## src/rtl/mul32_pipe_pkg.sv

```systemverilog
package mul32_pipe_pkg;

  typedef struct packed {
    logic neg;
    logic zero;
    logic ovf;
    logic carry;
  } icc_flags_t;

  localparam int unsigned FLAG_BITS = $bits(icc_flags_t);

endpackage

```

## src/rtl/mul_pp_stage.sv

```systemverilog
// First pipeline stage: operand extension and two signed partial products.
module mul_pp_stage #(
  parameter int unsigned WIDTH = 32,
  parameter int unsigned SPLIT = 16,
  localparam int unsigned AW   = WIDTH + 1,
  localparam int unsigned LOW  = SPLIT + 1,
  localparam int unsigned HIW  = WIDTH - SPLIT + 1,
  localparam int unsigned PLW  = AW + LOW,
  localparam int unsigned PHW  = AW + HIW
) (
  input  logic                  clk,
  input  logic                  rst_n,
  input  logic                  in_valid,
  input  logic [WIDTH-1:0]      op_a,
  input  logic [WIDTH-1:0]      op_b,
  input  logic                  is_signed,
  input  logic                  set_cc,
  output logic                  s1_valid,
  output logic                  s1_set_cc,
  output logic signed [PLW-1:0] s1_pp_lo,
  output logic signed [PHW-1:0] s1_pp_hi
);

  logic signed [AW-1:0]  a_ext;
  logic signed [LOW-1:0] b_lo_part;
  logic signed [HIW-1:0] b_hi_part;
  logic signed [PLW-1:0] pp_lo_d;
  logic signed [PHW-1:0] pp_hi_d;
  logic                  valid_d;
  logic                  load_en;

  // Extension bit decides the mode: sign copy or zero.
  always_comb begin
    a_ext     = {is_signed & op_a[WIDTH-1], op_a};
    b_lo_part = {1'b0, op_b[SPLIT-1:0]};
    b_hi_part = {is_signed & op_b[WIDTH-1], op_b[WIDTH-1:SPLIT]};
    pp_lo_d   = PLW'(a_ext) * PLW'(b_lo_part);
    pp_hi_d   = PHW'(a_ext) * PHW'(b_hi_part);
    valid_d   = in_valid;
    load_en   = in_valid;
  end

  always_ff @(posedge clk or negedge rst_n) begin
    if (!rst_n) begin
      s1_valid <= 1'b0;
    end else begin
      s1_valid <= valid_d;
    end
  end

  always_ff @(posedge clk) begin
    if (load_en) begin
      s1_set_cc <= set_cc;
      s1_pp_lo  <= pp_lo_d;
      s1_pp_hi  <= pp_hi_d;
    end
  end

endmodule

```

## src/rtl/mul_sum_stage.sv

```systemverilog
// Second pipeline stage: partial product sum, output split and flags.
module mul_sum_stage
  import mul32_pipe_pkg::*;
#(
  parameter int unsigned WIDTH = 32,
  parameter int unsigned SPLIT = 16,
  localparam int unsigned AW   = WIDTH + 1,
  localparam int unsigned PLW  = AW + SPLIT + 1,
  localparam int unsigned PHW  = AW + WIDTH - SPLIT + 1,
  localparam int unsigned PW   = 2 * WIDTH
) (
  input  logic                  clk,
  input  logic                  rst_n,
  input  logic                  s1_valid,
  input  logic                  s1_set_cc,
  input  logic signed [PLW-1:0] s1_pp_lo,
  input  logic signed [PHW-1:0] s1_pp_hi,
  output logic                  s2_valid,
  output logic [WIDTH-1:0]      s2_lo,
  output logic [WIDTH-1:0]      s2_hi,
  output logic                  s2_cc_upd,
  output icc_flags_t            s2_flags
);

  logic [PW-1:0] product;
  icc_flags_t    flags_d;
  logic          valid_d;
  logic          upd_d;

  always_comb begin
    product       = PW'(s1_pp_lo) + (PW'(s1_pp_hi) << SPLIT);
    flags_d.neg   = product[WIDTH-1];
    flags_d.zero  = ~|product[WIDTH-1:0];
    flags_d.ovf   = 1'b0;
    flags_d.carry = 1'b0;
    valid_d       = s1_valid;
    upd_d         = s1_valid & s1_set_cc;
  end

  always_ff @(posedge clk or negedge rst_n) begin
    if (!rst_n) begin
      s2_valid  <= 1'b0;
      s2_cc_upd <= 1'b0;
    end else begin
      s2_valid  <= valid_d;
      s2_cc_upd <= upd_d;
    end
  end

  always_ff @(posedge clk) begin
    if (s1_valid) begin
      s2_lo    <= product[WIDTH-1:0];
      s2_hi    <= product[PW-1:WIDTH];
      s2_flags <= flags_d;
    end
  end

  // a zero low word and the Z flag agree whenever flags are published
  assert_zero_flag_R6: assert property (@(posedge clk) disable iff (!rst_n)
    s2_cc_upd |-> (s2_flags.zero == (s2_lo == '0)));

  // negative flag mirrors the low word's top bit
  assert_neg_flag_R6: assert property (@(posedge clk) disable iff (!rst_n)
    s2_cc_upd |-> (s2_flags.neg == s2_lo[WIDTH-1]));

endmodule

```

## src/rtl/mul32_pipe.sv

```systemverilog
module mul32_pipe
  import mul32_pipe_pkg::*;
#(
  parameter int unsigned WIDTH = 32,
  parameter int unsigned SPLIT = WIDTH / 2,
  localparam int unsigned AW   = WIDTH + 1,
  localparam int unsigned PLW  = AW + SPLIT + 1,
  localparam int unsigned PHW  = AW + WIDTH - SPLIT + 1
) (
  input  logic                 clk,
  input  logic                 rst_n,
  input  logic                 in_valid,
  input  logic [WIDTH-1:0]     op_a,
  input  logic [WIDTH-1:0]     op_b,
  input  logic                 is_signed,
  input  logic                 set_cc,
  output logic                 out_valid,
  output logic [WIDTH-1:0]     res_lo,
  output logic [WIDTH-1:0]     res_hi,
  output logic                 cc_update,
  output logic [FLAG_BITS-1:0] cc_nzvc
);

  logic                  s1_valid;
  logic                  s1_set_cc;
  logic signed [PLW-1:0] s1_pp_lo;
  logic signed [PHW-1:0] s1_pp_hi;
  icc_flags_t            s2_flags;

  mul_pp_stage #(.WIDTH(WIDTH), .SPLIT(SPLIT)) u_pp (
    .clk       (clk),
    .rst_n     (rst_n),
    .in_valid  (in_valid),
    .op_a      (op_a),
    .op_b      (op_b),
    .is_signed (is_signed),
    .set_cc    (set_cc),
    .s1_valid  (s1_valid),
    .s1_set_cc (s1_set_cc),
    .s1_pp_lo  (s1_pp_lo),
    .s1_pp_hi  (s1_pp_hi)
  );

  mul_sum_stage #(.WIDTH(WIDTH), .SPLIT(SPLIT)) u_sum (
    .clk       (clk),
    .rst_n     (rst_n),
    .s1_valid  (s1_valid),
    .s1_set_cc (s1_set_cc),
    .s1_pp_lo  (s1_pp_lo),
    .s1_pp_hi  (s1_pp_hi),
    .s2_valid  (out_valid),
    .s2_lo     (res_lo),
    .s2_hi     (res_hi),
    .s2_cc_upd (cc_update),
    .s2_flags  (s2_flags)
  );

  assign cc_nzvc = s2_flags;

  // an issue reaches the middle stage one edge later
  assert_issue_to_mid_R4: assert property (@(posedge clk) disable iff (!rst_n)
    in_valid |=> s1_valid);

  // the output strobe follows the middle stage by one edge, both ways
  assert_mid_to_out_R4: assert property (@(posedge clk) disable iff (!rst_n)
    s1_valid |=> out_valid);
  assert_no_spurious_out_R4: assert property (@(posedge clk) disable iff (!rst_n)
    !s1_valid |=> !out_valid);

  // flag strobe never without a result
  assert_cc_needs_valid_R5: assert property (@(posedge clk) disable iff (!rst_n)
    cc_update |-> out_valid);

  // overflow and carry stay clear when flags are published
  assert_vc_clear_R6: assert property (@(posedge clk) disable iff (!rst_n)
    cc_update |-> (cc_nzvc[1:0] == 2'b00));

endmodule

```

## config.mk

```make
export PLATFORM = sky130hd
export DESIGN_NAME = mul32_pipe
export DESIGN_NICKNAME = d
export VERILOG_FILES = /design/src/rtl/mul32_pipe_pkg.sv /design/src/rtl/mul_pp_stage.sv /design/src/rtl/mul_sum_stage.sv /design/src/rtl/mul32_pipe.sv
export SDC_FILE = /design/constraint.sdc
export NUM_CORES = 2
export LEC_CHECK = 0
export BUFFER_PORTS_ARGS = -buffer_cell sky130_fd_sc_hd__buf_2
export CAP_MARGIN = 0
export CELL_PAD_IN_SITES_DETAIL_PLACEMENT = 1
export CELL_PAD_IN_SITES_GLOBAL_PLACEMENT = 2
export CORE_MARGIN = 5
export CORE_UTILIZATION = 42
export CTS_CLUSTER_SIZE = 24
export DETAILED_ROUTE_END_ITERATION = 8
export GPL_ROUTABILITY_DRIVEN = 0
export GPL_TIMING_DRIVEN = 0
export HOLD_SLACK_MARGIN = 0.15
export PLACE_DENSITY = 0.88
export SLEW_MARGIN = 20
export SYNTH_ARGS = -nofsm -noshare
export SYNTH_HDL_FRONTEND = slang
export SYNTH_HIERARCHICAL = 1
export SYNTH_SLANG_ARGS = --single-unit
```

## constraint.sdc

```tcl
create_clock -name clk -period 4 [get_ports clk]
set_clock_uncertainty 0.15 [all_clocks]
set_input_delay 0.2 -clock clk [delete_from_list [all_inputs] [get_ports clk]]
set_output_delay 0.2 -clock clk [all_outputs]
set_load 0.01 [all_outputs]
```

* After elaboration in Yosys (flattened, before gate mapping)
Index checks and enable logic that the tools add are counted. W data, S select, Z words.
Word-level totals: bits in registers 168, bits in latches 0, RAM bits 0, ROM bits 0, logic and storage cells 18, memories 0
Operators by class: add/subtract/negate cells 1, multipliers 2, div/mod/pow operators 0, order comparisons 0, eq/ne operators 0, shift-type cells 0, multiplexer cells 0, bitwise operators 3, reductions and logical operators 2
Operators with widths (number):
- $add A50 B64 Y64 | 1
- $mul A33 B17 Y50 | 1
- $mul A33 B17 Y48 | 1
- $reduce_or A32 Y1 | 1
- $and A1 B1 Y1 | 3
- $logic_not A1 Y1 | 1

* Longest topological paths before layout
depth in word-level cells 3, gate-level depth with buffers 27, depth with buffers taken out 24

* Modules after synthesis
Netlist, hierarchy kept.
Modules (own cells, without submodules):
- mul_pp_stage | times used 1, cells each 4506, area an instance 40925.5 µm²
- mul_sum_stage | times used 1, cells each 484, area an instance 4878.4 µm²

* Worst setup path after synthesis
OpenSTA, ideal clock, no wires.
kind input to register, start point input port op_b[2], end point register u_pp.s1_pp_lo[46] (data pin), setup time 0.260 ns, data arrival time 6.063 ns, setup slack -2.473 ns, stages on the path 24, path through clkbuf_1 > nand2_1 > fa_1 > inv_1 > fa_1 > inv_1 > fa_1 > inv_1 > fa_1 > fa_1 > inv_1 > fa_1 > inv_1 > ha_1 > a21o_1 > a221o_1 > o21ai_1 > o211ai_2 > o31a_1 > a41oi_2 > o311a_2 > o21ai_2 > a311oi_2 > xnor2_1
Between the ends: longest elaborated chain between the ends 1
RTL lines:
- from (decl) | line mul32_pipe.sv:14 | input logic [WIDTH-1:0] op_b,
- $mul A33 B17 Y50 | line mul_pp_stage.sv:37 | pp_lo_d = PLW'(a_ext) * PLW'(b_lo_part);
- via u_pp.pp_lo_d[46] | line mul_pp_stage.sv:27 | logic signed [PLW-1:0] pp_lo_d;
- to (signal assigned) | line mul_pp_stage.sv:54 | s1_pp_lo <= pp_lo_d;
- to (decl) | line mul_pp_stage.sv:20 | output logic signed [PLW-1:0] s1_pp_lo,
The timed path passes the listed nets, and every way through them passes these cells. A chain may end at the register's enable or synchronous reset.

* Worst setup path in the final report
start point input port op_a[12], end point register u_pp.s1_pp_lo[46] (data pin)
Between the ends: longest elaborated chain between the ends 1
RTL lines:
- from (decl) | line mul32_pipe.sv:13 | input logic [WIDTH-1:0] op_a,
- $mul A33 B17 Y50 | line mul_pp_stage.sv:37
- via u_pp.pp_lo_d[46] | line mul_pp_stage.sv:27
The timed path passes the listed nets, and every way through them passes these cells.

==> results by group <==
Clock tree
  • Clock Sinks: 167
  • Clock Tree Buf Depth: 2
  • CTS tree: built
  • Worst skew pair latency: 0.47 ns
  • CTS root buffer: clkbuf_16
  • H-tree depth: 4
  • Worst-path clk slew: 0.07 ns
  • Number of buffers created by CTS: 17

Synthesis
  • Post-Syn Area: 0.0454 sq mm
  • Avg Cell Area, Syn: 9.17 sq um
  • Yosys Warn Count: 6
  • Mapped Cells: 4955

GRT
  • Layer with the highest usage: met2
  • Pin count of the biggest net entering global routing: 80
  • Grt total ovfl: 0
  • Met2 Track Usage GR: 52.1%
  • Total Routing Usage GR: 31.7%
  • First-pass GRT wire length: 271 mm
  • Vias in the first global route: 43140
  • Grt met1 use: 37.7%
  • Initial antenna violation count: 21
  • Met3 Use GR: 6.72%

Timing
  • Final setup violation count: 80
  • Fin crit share: 163%
  • Slew Viols, Final: 0
  • Least-Margin Pin Slew: 0.797 ns
  • Minimum clock period: 6.53 ns
  • Max_slew headroom: 46.1%
  • FMAX: 0.153 GHz
  • Post-route setup slack: -2.53 ns
  • RSZ-0062 raised after global routing: true
  • Final hold violation count: 0

Final layout
  • Register area: 0.00500 sq mm
  • Multi-input logic area: 0.0373 sq mm
  • Nets@finish: 6799
  • Synth-to-Final Area Change: 26.5%
  • Share of cells above drive strength 1: 20.8%
  • Filler cells: 11808
  • Design area: 0.0575 sq mm
  • Non-filler instance count after layout: 6846

Run status
  • Status: complete, but fails checks
  • Failing checks: negative setup slack

Detailed routing
  • DRC viols: 0
  • 1st-iter DRT viols: 2931
  • Pre-Repair DR Iteration Count: 8
  • WL final: 187 mm
  • Drt wl/cell: 27.4 um
  • Vias: 38117
  • Vias per cell: 5.57
  • Antenna viol nets, final: 0

Hold path
  • HP Class: reg -> reg

Floorplan
  • Die H: 339 um
  • Core Rows: 120
  • Starting Density: 42.4%
  • Top Ports: 139
  • Chip width: 339 um
  • Die area: 0.115 sq mm
  • CORE AREA: 0.107 sq mm

Placement
  • Detailed placer's ending HPWL: 140 mm
  • Area after DPL: 0.0497 sq mm
  • Placed insts: 6497
  • IO Port Bufs: 136

Setup path
  • Crit. End Element: flop
  • Worst endpoint data arrival time: 6.64 ns
  • Startpoint type of the worst setup path: input pin
  • Critical path class: in -> reg
  • Crit Path Max Fanout: 5
  • CP Data Required Time: 4.11 ns

Flow run
  • Max-cap viol count: 0
==> worst max-delay path: stages <==
cell       delay [ns]
buf_12           0.12
clkbuf_16        0.16
buf_8            0.14
buf_4            0.12
nand2_1          0.06
fa_1             0.52
inv_1            0.07
fa_1             0.50
fa_1             0.61
fa_1             0.46
fa_1             0.49
inv_1            0.05
fa_2             0.57
inv_1            0.09
ha_4             0.31
a21oi_1          0.15
o21ai_4          0.35
nor2_1           0.11
o21ai_1          0.16
o31a_1           0.23
a41oi_2          0.16
o311a_4          0.37
o21ai_4          0.18
a311oi_2         0.13
xnor2_1          0.30
==> state kept, by name, indices dropped and copies added (netlist names) <==
register,cells
u_pp/s1_set_cc,1
u_sum/s2_cc_upd,1
u_pp/s1_valid,1
u_sum/s2_hi,32
u_sum/s2_valid,1
u_sum/s2_flags,1
u_sum/s2_lo,32
u_pp/s1_pp_lo,50
u_pp/s1_pp_hi,48
==> final cells by class <==
type | count | area share, %
inverters | 1295 | 8.48
diodes | 16 | 0.0697
flip-flops and latches | 167 | 8.71
well taps | 1403 | 3.05
repair buffers | 447 | 7.49
clock buffers | 17 | 0.740
plain buffers | 226 | 6.28
multi-input cells | 3261 | 64.9
clock inverters | 14 | 0.261
==> worst paths after layout <==
kind | start | endpoint | slack, ns | cells after the start
worst max-delay path | op_a[12] | u_pp/s1_pp_lo[46] | -2.53 | 25
worst min-delay path | u_pp/s1_pp_lo[2] | u_sum/s2_lo[2] | 0.29 | 0
worst max register to register | u_pp/s1_pp_lo[16] | u_sum/s2_hi[28] | 0.29 | 11
worst min register to register | u_pp/s1_pp_lo[2] | u_sum/s2_lo[2] | 0.29 | 0
max in group asynchronous | rst_n | u_pp/s1_valid | 3.07 | 3
min in group asynchronous | rst_n | u_pp/s1_valid | 0.47 | 3
==> routing by layer <==
| layer | part of all wire [%] | wire length [um] |
|---|---|---|
| met1 | 36 | 67400 |
| met3 | 8.7 | 16300 |
| met4 | 8.8 | 16400 |
| met5 | 0.042 | 79 |
| met2 | 47 | 87100 |
==> cell usage in the layout, fill, tap and decap left out, types with 15 or more instances in the layout <==
cell type and count:
xnor2_4 15, buf_6 71, nand2_2 37, ha_4 52
nand3_1 24, buf_12 50, clkbuf_8 49, clkbuf_1 27
nand4_1 18, clkbuf_2 19, o21ai_0 36, clkbuf_4 16
buf_8 19, and2_1 321, a21oi_1 100, diode_2 16
o21a_1 20, ha_1 218, a21o_1 75, fa_2 49
inv_2 56, o21bai_1 24, and2_4 32, clkbuf_16 114
nand2_1 727, edfxtp_1 164, nor2_1 79, xor2_1 32
xnor2_1 62, fa_1 985, xnor2_2 15, a21oi_2 34
and3_1 22, buf_2 83, inv_1 1235, buf_4 228
o21ai_2 15
==> through the flow <==
step / worst slack, ns / util (%) / hold slack, ns / setup TNS, ns
after floorplan: -2.06 / - / -0.246 / -104.95
after global placement: -4.15 / 46.3 / -0.157 / -225.43
after detailed placement: -4.20 / 46.4 / -0.155 / -229.84
after CTS: -2.20 / 52.4 / 0.199 / -118.63
after global routing: -2.58 / 53.6 / 0.282 / -145.94
final: -2.53 / 53.6 / 0.293 / -139.67
==> repair_timing <==
| item | 4_1_cts | 5_1_grt |
|---|---|---|
| setup endpoints to repair | 85 | 83 |
| hold buffers | 6 | 0 |
| pin swaps | 152 | 132 |
| setup buffers | 224 | 85 |
| endpoints found under the hold margin | 28 | 0 |
| resized for setup | 783 | 195 |
| gates cloned | 5 | 2 |
Power is left out: the tool's default activity adds up to more than one toggle a clock period on the data nets, which glitch-free logic cannot reach.
